==> config.mk <==
export PLATFORM = sky130hd
export DESIGN_NAME = supply_reset_gen
export DESIGN_NICKNAME = d
export VERILOG_FILES = /design/src/rtl/supply_reset_gen.sv
export SDC_FILE = /design/constraint.sdc
export NUM_CORES = 1
export LEC_CHECK = 0
export BUFFER_PORTS_ARGS = -buffer_cell sky130_fd_sc_hd__buf_2
export CAP_MARGIN = 20
export CORE_UTILIZATION = 48
export CTS_CLUSTER_DIAMETER = 30
export CTS_CLUSTER_SIZE = 14
export DETAILED_ROUTE_END_ITERATION = 16
export PLACE_DENSITY = 0.75
export SLEW_MARGIN = 5
export SYNTH_ARGS = -nofsm -noshare
export SYNTH_HDL_FRONTEND = slang
export SYNTH_SLANG_ARGS = --single-unit
export TNS_END_PERCENT = 100
==> constraint.sdc <==
create_clock -name clk -period 2.3 [get_ports clk]
set_input_delay 0.115 -clock clk [delete_from_list [all_inputs] [get_ports clk]]
set_output_delay 0.115 -clock clk [all_outputs]
set_load 0.01 [all_outputs]
==> src/rtl/supply_reset_gen.sv <==
module supply_reset_gen #(
  parameter int unsigned RESET_CYCLES = 50_000_000,
  parameter int unsigned SYNC_STAGES  = 2
) (
  input  logic clk,
  input  logic rst_n,
  input  logic supply_ok_i,
  input  logic man_rst_n_i,
  output logic reset_n_o,
  output logic reset_o
);

  localparam int unsigned CW = $clog2(RESET_CYCLES + 1);
  localparam logic [CW-1:0] LOAD = CW'(RESET_CYCLES);

  logic [SYNC_STAGES-1:0] sup_sync_q;
  logic [SYNC_STAGES-1:0] man_sync_q;
  logic                   sup_ok;
  logic                   man_ok;
  logic                   cause;
  logic [CW-1:0]          cnt_q;
  logic                   active_q;

  always_ff @(posedge clk or negedge rst_n) begin
    if (!rst_n) begin
      sup_sync_q <= '0;
      man_sync_q <= '0;
    end else begin
      sup_sync_q <= {sup_sync_q[SYNC_STAGES-2:0], supply_ok_i};
      man_sync_q <= {man_sync_q[SYNC_STAGES-2:0], man_rst_n_i};
    end
  end

  assign sup_ok = sup_sync_q[SYNC_STAGES-1];
  assign man_ok = man_sync_q[SYNC_STAGES-1];
  assign cause  = !(sup_ok && man_ok);

  always_ff @(posedge clk or negedge rst_n) begin
    if (!rst_n) begin
      cnt_q    <= LOAD;
      active_q <= 1'b1;
    end else if (cause) begin
      cnt_q    <= LOAD;
      active_q <= 1'b1;
    end else if (cnt_q > 1) begin
      cnt_q    <= cnt_q - 1'b1;
    end else begin
      cnt_q    <= '0;
      active_q <= 1'b0;
    end
  end

  assign reset_o   = active_q;
  assign reset_n_o = ~active_q;

  logic [CW-1:0] plen_q;
  always_ff @(posedge clk or negedge rst_n) begin
    if (!rst_n)             plen_q <= '0;
    else if (!active_q)     plen_q <= '0;
    else if (plen_q != LOAD) plen_q <= plen_q + 1'b1;
  end

  AST_SUPPLY_FAULT_ASSERTS: assert property (@(posedge clk) disable iff (!rst_n)
    !sup_ok |=> reset_o);
  AST_MANUAL_ASSERTS: assert property (@(posedge clk) disable iff (!rst_n)
    !man_ok |=> reset_o);
  AST_RELEASE_AFTER_QUIET: assert property (@(posedge clk) disable iff (!rst_n)
    $fell(reset_o) |-> (sup_ok && man_ok && $past(sup_ok && man_ok)));
  AST_CAUSE_RESTARTS_HOLD: assert property (@(posedge clk) disable iff (!rst_n)
    cause |=> (cnt_q == LOAD));
  AST_MIN_PULSE: assert property (@(posedge clk) disable iff (!rst_n)
    $fell(reset_o) |-> (plen_q >= LOAD));

endmodule

=== Word level (Yosys, flattened, before mapping) ===
Index checks and enable logic that the tools add are counted.

* Bitwise gates (word level): 1
* Reductions and logical operators: 1
* Muxes and demuxes: 4
* Multiply operators: 0
* $add $sub $neg: 1
* Equality and inequality tests: 1
* Order comparisons: 1
* Divide/modulo/power cells: 0
* Shift-type cells: 0

{| class="wikitable"
|+ Operators by type and width
! kind !! count
|-
| $mux W26 || 2
|-
| $gt A26 B1 Y1 const B || 1
|-
| $sub A26 B1 Y26 const B || 1
|-
| $mux W1 || 2
|-
| $ne A2 B2 Y1 const B || 1
|-
| $logic_and A1 B1 Y1 || 1
|-
| $not A1 Y1 || 1
|}

* Latch bits: 0
* Register bits after elaboration: 31
* Output and inout port bits: 2
* Logic and storage cells: 13
* Memories kept: 0
* Memory bits (writable): 0
* Input port bits: 4
* Memory bits (read-only): 0

=== Depth between registers and ports, before layout ===
Gate-level depths: netlist of run 1.

* Depth in word-level cells: 3
* Depth in mapped cells: 8

=== Worst setup path before layout of run 1 ===
No wires, ideal clock.

* Path type: register to register
* Start point: register cnt_q[8]
* End point: register cnt_q[23]
* Cell stages (with the launch flop): 7
* Arrival time: 1,995 ps
* Period minus slack after synthesis: 2,064 ps
* Buffers on the path: 1
* Slack: 236 ps
* Path through: dfrtp_1 or4_4 nand4bb_1 buf_2 or4b_4 xor2_1 o21ai_2

* Cells in the longest elaborated chain, start to end: 3
* Elaborated cells between the ends (all ways): 4
* Those cells by class: 1 x add/sub; 1 x order compare; 2 x mux

{| class="wikitable"
|+ RTL lines
! element !! RTL line !! source
|-
| start, declared || 21 || <nowiki>logic [CW-1:0] cnt_q;</nowiki>
|-
| start signal, assigned || 46 || <nowiki>cnt_q <= cnt_q - 1'b1;</nowiki>
|-
| $sub A26 B1 Y26 / $gt A26 B1 Y1 (equally long branches) || 46, 45 ||
|-
| $mux W26 (*) || 45 || <nowiki>end else if (cnt_q > 1) begin</nowiki>
|-
| $mux W26 (*) || 42 || <nowiki>end else if (cause) begin</nowiki>
|}

Mark *: on every way between the ends. The rest lies on a longest branch, timed or not.
A chain may end at the register's enable or synchronous reset.

=== Final worst setup path of run 1 ===
* Start point: register cnt_q[8]
* End point: register cnt_q[14]

Same word-level chain as after synthesis.

==> results of run 1 <==
-- routing by layer --
metal	global-route usage (%)	wire [um]	up-vias
met3	5.36	70	5
met5	0	0	-
li1	-	-	511
met2	30.9	1320	12
met4	6.80	32	0
met1	24.9	1310	521
-- through the flow --
| step | hold slack [ps] | worst slack, ps | util [%] |
|---|---|---|---|
| 2_1_floorplan | -181 | 236 | - |
| 3_3_place_gp | 179 | 177 | 53.2 |
| 3_5_place_dp | 184 | 142 | 53.2 |
| 4_1_cts | 355 | 106 | 55.8 |
| 5_1_grt | 366 | 12.2 | 55.8 |
| 6_report | 348 | 114 | 55.8 |
-- cell families after synthesis --
logic type | share of synthesized area, %
adders and majority gates | 1.65
and+or+nand+nor | 24.6
AOI/OAI and AO/OA | 5.45
xor gates and xnor gates | 13.3
DFF | 52.3
buffers and inverters | 2.64
-- worst paths after layout --
| kind | from | end | slack (ps) |
|---|---|---|---|
| worst min register to register | man_sync_q[0] | man_sync_q[1] | 350 |
| worst max register to register | cnt_q[8] | cnt_q[14] | 110 |
| worst min-delay path | rst_n | cnt_q[0] | 350 |
| max in group asynchronous | rst_n | man_sync_q[1] | 1520 |
| worst max-delay path | cnt_q[8] | cnt_q[14] | 110 |
| min in group clk | man_sync_q[0] | man_sync_q[1] | 350 |
-- cell usage in the layout, fill, tap and decap left out, types with 3 or more instances in the layout --
cell | netlist | layout
nor3_1 | 9 | 9
dfrtp_1 | 18 | 18
dfstp_2 | 13 | 13
nor2_1 | 25 | 25
nor4_4 | 3 | 3
buf_2 | 2 | 5
dlygate4sd3_1 | 0 | 3
buf_4 | 0 | 6
xor2_1 | 9 | 9
o21ai_0 | 11 | 11
clkbuf_4 | 0 | 5
inv_1 | 3 | 3
xnor2_1 | 14 | 14
or3_1 | 3 | 3
-- worst reg2reg max path, cell delays in order, from the launching register on --
cell and delay, ps:
dfrtp_1 410, or4_4 560, or4_1 690, nor4_4 220, xnor2_1 170, o21ai_2 70
-- power by group through the flow --
stage / registers [mW] / clock network (mW) / logic (mW)
2_1_floorplan: 0.586 / 0 / 0.0791
3_3_place_gp: 0.588 / 0 / 0.106
3_5_place_dp: 0.589 / 0 / 0.110
4_1_cts: 0.580 / 0.306 / 0.114
5_1_grt: 0.583 / 0.333 / 0.128
6_report: 0.580 / 0.296 / 0.113
-- flip-flops by register name, summed over array words and instances, names as in the netlist --
register    flops
man_sync_q      2
sup_sync_q      2
cnt_q          26
reset_o         1
-- final cells by class --
class | count | area, sq um | share of cell area (%)
sequential | 31 | 792 | 46.9
multi-input combinational | 101 | 682 | 40.3
timing repair buffer | 14 | 100 | 5.92
tap | 44 | 55.1 | 3.26
clock buffer | 7 | 45.0 | 2.66
inverter | 3 | 11.3 | 0.666
clock inverter | 1 | 5.00 | 0.296
==> metrics.md, run 1 <==
| Metric | Value |
|---|---|
| Core Area | `3030 sq um` |
| CTS tree | `done` |
| GPL Wtd Cong | `0.805` |
| Largest cells by area after synthesis | `dfrtp_1 (30%), dfstp_2 (23%), xnor2_1 (8.1%)` |
| DRC violations left | `0` |
| Vias in the first global route | `1076` |
| Crit path buf inv count | `0` |
| Die width | `58.2 um` |
| Switch share | `26.2%` |
| Avg Cell Area, Syn | `10.8 sq um` |
| Setup crit end kind | `flip-flop` |
| Post_cts resized | `0` |
| Slowest cell on the critical path | `or4_1` |
| Async SR Flop Fraction | `100%` |
| Final setup vio count | `0` |
| Worst Path Required | `2560 ps` |
| CP startpoint kind | `flip-flop` |
| Die Span Y | `58.2 um` |
| Clock power frac | `30.0%` |
| FF+latch count, synth | `31` |
| CP max stage delay | `690 ps` |
| WS Path Type | `reg2reg` |
| Post-synthesis cell type count | `31` |
| Layout cells sized above 1 | `24.2%` |
| DR vias | `1049` |
| RSZ-0062 raised after global routing | `false` |
| First drt pass iteration count | `4` |
| Syn Inst Count | `140` |
| Port Buf Inserts | `5` |
| Layout net count | `162` |
| PwrDens | `585 nW/um^2` |
| Sum Neg Setup Slack | `0 ps` |
| Sequential share of the synthesized area | `52.3%` |
| CTS max path bufs | `2` |
| DRT antenna net count | `0` |
| Count leader, synth | `nor2_1` |
| Cell row count | `20` |
| Final Max Tran Viols | `0` |
| Routed WL per cell | `13.6 um` |
| Cell-internal power | `729 uW` |
| Total power | `988 uW` |
| Mapped Area | `1510 sq um` |
| GRT Total Usage | `19.2%` |
| Total Wirelength | `2730 um` |
| Levels on crit path | `5` |
| Later-pin clock latency in the skew report | `320 ps` |
| Final Critical Period | `2190 ps` |
| Top_reg_cell synth | `dfrtp_1` |
| Initial drt markers | `31` |
| Placed Area | `1610 sq um` |
| Crit Path Max Fanout | `6` |
| Max Clk Rate | `457 MHz` |
| Arr. time, crit path | `2450 ps` |
| CP top delay family | `simple AND/OR/NAND/NOR gates` |
| Power share of the combinational group | `11.4%` |
| Total clock sinks | `31` |
| Reg2Reg Depth | `5` |
| Crit-path cells | `or4_4 > or4_1 > nor4_4 > xnor2_1 > o21ai_2` |
| Final Hold Fails | `0` |
| Initial core utilization | `50.0%` |
| Flop pwr share | `58.7%` |
| Area of the die | `3380 sq um` |
| Final Cell Area | `1690 sq um` |
| Psw | `259 uW` |
| Maxcap violations | `0` |
| Clk root buf | `clkbuf_4` |
| Post-CTS Setup Inserts | `0` |
| Fin crit share | `95.1%` |
| H-tree depth | `2` |
| Worst min-delay path class | `in2async` |
| Worst Max-Slew Pin Slew | `655 ps` |
| GRT overflow | `0` |
| Yosys top cell area share | `29.8%` |
| Clk slew on worst S/H paths | `100 ps` |
| Hpwl dp | `1940 um` |
| Commonest cells post-synth | `nor2_1 (25), dfrtp_1 (18), xnor2_1 (14)` |
| CTS Hold Buffers Added | `3` |
| Layout fillers | `275` |
| Area growth syn-to-layout | `11.7%` |
| Cell taking the most area after synthesis | `dfrtp_1` |
| Ant. Diodes | `0` |
| Slew headroom | `56.4%` |
| Synth warn | `0` |
| Fin cells | `201` |
| Status | `finished clean` |
| Cells after DPL | `190` |
| Number of synthesized flops with an enable pin | `0` |
| P_leak | `0.657 nW` |
| I/O pin count | `6` |
| Clock Skews | `9.17 ps` |
| Total CTS buffers | `5` |
| First-pass GRT wire length | `4860 um` |
| Syn nets | `146` |
| Largest net degree at the start of global routing | `32` |
| Via/cell ratio | `5.22` |
| Initial antenna violation count | `0` |
| VDD IR-drop max | `0.388 mV` |
(Power assumes the default switching activity.)
==> inputs of run 2 (changes only) <==
--- a/config.mk
+++ b/config.mk
@@ -5,6 +5,7 @@
 export SDC_FILE = /design/constraint.sdc
 export NUM_CORES = 1
 export LEC_CHECK = 0
+export ABC_AREA = 1
 export BUFFER_PORTS_ARGS = -buffer_cell sky130_fd_sc_hd__buf_2
 export CAP_MARGIN = 20
 export CORE_UTILIZATION = 48
==> metrics.md, run 2 <==
| Metric | Value |
|---|---|
| Status | `finished clean` |
| PwrDens | `698 nW/um^2` |
| Setup crit end kind | `flip-flop` |
| Final Hold Fails | `0` |
| GPL Wtd Cong | `0.835` |
| WS Path Type | `reg2reg` |
| Worst hold margin | `356 ps` |
| Worst Path Required | `2500 ps` |
| Multiplexer share of the synthesized area | `0%` |
| CTS tree | `done` |
| Max reg flops | `26` |
| Main combinational cell family by area after synthesis | `simple AND/OR/NAND/NOR gates` |
| GRT Total Usage | `21.3%` |
| Most frequent cells in the layout | `nand2_1 (55), nor2_1 (42), inv_1 (22), dfrtp_1 (18), nor2_2 (15)` |
| Complex-gate fraction of the synthesized area | `3.99%` |
| Reg2Reg Depth | `7` |
| Count leader, synth | `nand2_1` |
| Crit Path Max Fanout | `12` |
| Syn nets | `237` |
| Flop pwr share | `41.0%` |
| Top_reg_cell synth | `dfrtp_1` |
| Initial core utilization | `52.4%` |
| Sum Neg Setup Slack | `0 ps` |
| Worst min-delay path class | `reg2reg` |
| Final setup vio count | `0` |
| Clock power frac | `46.4%` |
| Yosys top cell area share | `24.8%` |
| Worst Max-Slew Pin Slew | `688 ps` |
| Total Wirelength | `3610 um` |
| First-pass GRT wire length | `6570 um` |
| Switch share | `25.8%` |
| Via/cell ratio | `4.91` |
| Ant. Diodes | `0` |
| Number of synthesized flops with an enable pin | `0` |
| Port Buf Inserts | `5` |
| DR vias | `1423` |
| Async SR Flop Fraction | `100%` |
| Cell-internal power | `1.05 mW` |
| Synth warn | `0` |
| Psw | `367 uW` |
| VDD IR-drop max | `0.577 mV` |
| Post-Synth Adder-Cell Area | `1.38%` |
| Area of the die | `4030 sq um` |
| Core Area | `3470 sq um` |
| RSZ-0062 raised after global routing | `false` |
| I/O pin count | `6` |
| Die width | `63.5 um` |
| FF+latch count, synth | `31` |
| Commonest cells post-synth | `nand2_1 (55), nor2_1 (42), inv_1 (22)` |
| Most common cell after layout, fill and taps aside | `nand2_1` |
| DRT antenna net count | `0` |
| Biggest register | `cnt_q` |
| Post-synthesis cell type count | `23` |
| CP startpoint kind | `flip-flop` |
| Reg2Reg Launch Point | `cnt_q[0]` |
| Final Max Tran Viols | `0` |
| Final Cell Area | `2030 sq um` |
| Syn Inst Count | `231` |
| DRC violations left | `0` |
| Layout cells sized above 1 | `22.5%` |
| Multi-input logic area | `907 sq um` |
| Layout net count | `249` |
| Sequential share of the synthesized area | `43.6%` |
| Avg Cell Area, Syn | `7.86 sq um` |
| Post-synthesis simple-gate area fraction | `37.8%` |
| Post-Synth XOR/XNOR Area | `6.75%` |
| Fin crit share | `71.0%` |
| Total CTS buffers | `5` |
| Crit path from | `cnt_q[0]` |
| Maxcap violations | `0` |
| Placed Area | `1870 sq um` |
| Clk root buf | `clkbuf_8` |
| Register area | `792 sq um` |
| Routed WL per cell | `12.4 um` |
| Cell row count | `21` |
| Initial antenna violation count | `0` |
| Vias in the first global route | `1394` |
| GRT overflow | `0` |
| Largest net degree at the start of global routing | `32` |
| Hpwl dp | `2660 um` |
| Mapped Area | `1820 sq um` |
| Total clock sinks | `31` |
| P_leak | `0.930 nW` |
| Die Span Y | `63.5 um` |
| H-tree depth | `2` |
| Slew headroom | `54.2%` |
| Arr. time, crit path | `1830 ps` |
| Final Critical Period | `1630 ps` |
| Power share of the combinational group | `12.6%` |
| Later-pin clock latency in the skew report | `290 ps` |
| Biggest regs | `cnt_q x26, man_sync_q x2, sup_sync_q x2` |
| Clock Skews | `5.44 ps` |
| R2r setup slk | `670 ps` |
| Initial drt markers | `50` |
| Layout fillers | `326` |
| CTS max path bufs | `2` |
| Largest cells by area after synthesis | `dfrtp_1 (25%), dfstp_2 (19%), nand2_1 (11%)` |
| Worst setup endpoint | `cnt_q[20]` |
| Area growth syn-to-layout | `12.0%` |
| First drt pass iteration count | `4` |
| Max Clk Rate | `612 MHz` |
| Total power | `1.42 mW` |
| Clk slew on worst S/H paths | `70 ps` |
| R2R Path End | `cnt_q[20]` |
| Cell taking the most area after synthesis | `dfrtp_1` |
-- run 2: power by group through the flow --
stage | combinational, mW | sequential [mW] | clock, mW
after floorplan | 0.138 | 0.588 | 0
after global placement | 0.171 | 0.590 | 0
after detailed placement | 0.175 | 0.592 | 0
after CTS | 0.180 | 0.582 | 0.667
after global routing | 0.200 | 0.584 | 0.688
final | 0.179 | 0.582 | 0.659
-- run 2: kinds of logic after synthesis --
logic type | Yosys count
and+or+nand+nor | 144
xor gates and xnor gates | 14
adders and majority gates | 2
buffers and inverters | 26
AOI/OAI and AO/OA | 14
DFF | 31
-- run 2: layer usage --
layer  vias to the layer above  share of wire, %  track usage (%)
li1                        742                 -                -
met1                       655                50             28.9
met2                        19                46             33.2
met3                         7               3.0             4.53
met4                         0               1.6             7.67
met5                         -                 0                0
-- run 2: repair_timing --
| item | in CTS | in global routing |
|---|---|---|
| endpoints found under the hold margin | 20 | 0 |
| hold buffers | 3 | 0 |
| resized for setup | 0 | 0 |
| setup buffers | 0 | 0 |
-- run 2: layout make-up --
type                            count  share of cell area, %
Clock inverter                      3                   3.32
Timing Repair Buffer                8                   2.71
Clock buffer                        5                   3.38
Multi-Input combinational cell    174                   44.6
Tap cell                           46                   2.83
Sequential cell                    31                   38.9
Inverter                           23                   4.24
-- run 2: per-stage QoR --
stage / worst slack (ps) / utilization [%] / instances
finish: 667 / 58.7 / 290
global route: 470 / 58.7 / 290
CTS: 656 / 58.7 / 290
detailed placement: 650 / 53.9 / 279
global placement: 709 / 53.9 / 279
floorplan: 820 / - / 231
-- run 2: worst min-delay path by stage --
stage                          to  cells after the start          start  slack (ps)
finish              sup_sync_q[1]                      0  sup_sync_q[0]         360
detailed placement      cnt_q[24]                      1          rst_n         190
global placement        cnt_q[24]                      1          rst_n         190
CTS                 sup_sync_q[1]                      0  sup_sync_q[0]         360
floorplan                cnt_q[0]                      0          rst_n        -180
global route        man_sync_q[1]                      0  man_sync_q[0]         360
-- run 2: critical path: stages (launching register included) --
cell	delay (ps)
dfrtp_1	400
inv_1	80
ha_1	210
nand3_2	130
nor2_4	140
nand3_1	80
nand2_1	350
o21ai_1	140
==> inputs of run 3 (changes only) <==
==> constraint.sdc (replaced) <==
create_clock -name clk -period 1.6 [get_ports clk]
set_input_delay 0.08 -clock clk [delete_from_list [all_inputs] [get_ports clk]]
set_output_delay 0.08 -clock clk [all_outputs]
set_load 0.01 [all_outputs]
==> metrics.md, run 3 (synthesis results as in run 2) <==
| Metric | Value |
|---|---|
| CTS tree | `done` |
| Worst min-delay path class | `reg2reg` |
| Fin crit share | `93.7%` |
| CP startpoint kind | `flip-flop` |
| GPL Wtd Cong | `0.893` |
| Cell row count | `21` |
| RSZ-0062 raised after global routing | `false` |
| VDD IR-drop max | `0.590 mV` |
| Most common cell after layout, fill and taps aside | `nand2_1` |
| Fin cells | `300` |
| Fin worst setup slack | `100 ps` |
| PwrDens | `846 nW/um^2` |
| Clk slew on worst S/H paths | `60 ps` |
| Final Critical Period | `1500 ps` |
| Final Hold Fails | `0` |
| Total Wirelength | `3780 um` |
| Setup crit end kind | `flip-flop` |
| Max reg flops | `26` |
| First drt pass iteration count | `4` |
| Worst hold margin | `351 ps` |
| Met2 wire len | `1710 um` |
| Final Util | `60.8%` |
| Sum Neg Setup Slack | `0 ps` |
| Pre-CTS WS | `30.4 ps` |
| Crit-path cells | `inv_1 > ha_2 > nand3_2 > nor2_4 > nand3_1 > nand2_1 > buf_12 > o21ai_1` |
| Maxcap violations | `0` |
| CTS max path bufs | `2` |
| Hold_sp | `man_sync_q[0]` |
| R2R Path End | `cnt_q[13]` |
| Max Clk Rate | `667 MHz` |
| CP max stage delay | `390 ps` |
| Status | `finished clean` |
| Initial drt markers | `56` |
| First-pass GRT wire length | `6320 um` |
| Clock Skews | `9.52 ps` |
| Slowest cell on the critical path | `dfrtp_1` |
| Die Span Y | `63.5 um` |
| Final setup vio count | `0` |
| Hpwl dp | `2640 um` |
| R2r setup slk | `100 ps` |
| DRC violations left | `0` |
| P_leak | `0.970 nW` |
| Cells after DPL | `286` |
| Arr. time, crit path | `1670 ps` |
| Top Metal Used | `met4` |
| Initial core utilization | `52.4%` |
| Initial antenna violation count | `0` |
| Largest net degree at the start of global routing | `32` |
| Routed WL per cell | `12.6 um` |
| DRT antenna net count | `0` |
| GRT overflow | `0` |
| Crit path from | `cnt_q[0]` |
| H-tree depth | `2` |
| GRT Total Usage | `20.6%` |
| Reg2Reg Launch Point | `cnt_q[0]` |
| Core Area | `3470 sq um` |
| Layout net count | `259` |
| Total clock sinks | `31` |
| Biggest register | `cnt_q` |
| Ant. Diodes | `0` |
| Worst Path Required | `1770 ps` |
| Biggest regs | `cnt_q x26, man_sync_q x2, sup_sync_q x2` |
| DR vias | `1480` |
| Crit Path Max Fanout | `12` |
| Met1 wire length | `1850 um` |
| Hold depth | `0` |
| Port Buf Inserts | `5` |
| Most frequent cells in the layout | `nand2_1 (55), nor2_1 (41), inv_1 (22), dfrtp_1 (18), nor2_2 (14)` |
| Via/cell ratio | `4.93` |
| Area of the die | `4030 sq um` |
| Die width | `63.5 um` |
| Slew headroom | `53.6%` |
| Total CTS buffers | `5` |
| Worst Max-Slew Pin Slew | `696 ps` |
| Area growth syn-to-layout | `16.0%` |
| I/O pin count | `6` |
| Hold EP | `man_sync_q[1]` |
| Clk root buf | `clkbuf_8` |
| Later-pin clock latency in the skew report | `280 ps` |
| Met3 WL | `166 um` |
| Reg2Reg Depth | `8` |
| Vias in the first global route | `1425` |
| Layout cells sized above 1 | `26.0%` |
| Final Max Tran Viols | `0` |
| WS Path Type | `reg2reg` |
## run 3: cell types whose count changed in the layout (fill, tap and decap cells not counted), sizes merged
cell,before,now
nand2,60,61
clkinv,0,1
clkinvlp,1,0
buf,5,14
bufinv,2,0
clkbuf,5,7
## run 3: worst max-delay path: cells and delay by family (launching register included)
family,cells,cell delay (ps)
simple gates,4,490
flops,1,390
buf+inv,2,220
fa+ha+maj,1,210
compound gates,1,70
## run 3: cell type report
class | instances | area (sq um)
clock inverters | 1 | 5.00
flip-flops and latches | 31 | 792
repair buffers | 17 | 148
fillers | 310 | 1360
well taps | 46 | 57.6
multi-input cells | 175 | 933
inverters | 23 | 86.3
clock buffers | 7 | 86.3
## run 3: worst max-delay path by stage
| stage | to | slack [ps] |
|---|---|---|
| 4_1_cts | cnt_q[0] | 20 |
| 6_report | cnt_q[13] | 100 |
| 2_1_floorplan | cnt_q[5] | 120 |
| 3_5_place_dp | cnt_q[0] | 30 |
| 5_1_grt | cnt_q[20] | 10 |
| 3_3_place_gp | cnt_q[24] | 90 |
## run 3: metrics by stage
step	instance area (sq um)	total power, mW
floorplan	1820	1.04
global placement	1930	1.12
detailed placement	1930	1.12
CTS	2050	1.76
global route	2110	1.86
finish	2110	1.78
## run 3: metal layers
metal	vias up	global-route usage [%]
met5	-	0
met4	0	10.5
met3	6	4.17
met2	32	31.5
met1	684	27.2
li1	758	-
## run 3: what timing repair did
item	4_1_cts	5_1_grt
endpoints found under the setup margin	0	17
gates resized for setup	0	5
hold buffers	3	0
setup buffers	0	2
endpoints found under the hold margin	20	0
## run 3: report_power, final
group | internal (mW) | total (mW) | switching (mW)
registers | 0.811 | 0.837 | 0.0257
clock network | 0.346 | 0.629 | 0.282
logic | 0.127 | 0.317 | 0.189
total | 1.29 | 1.78 | 0.498
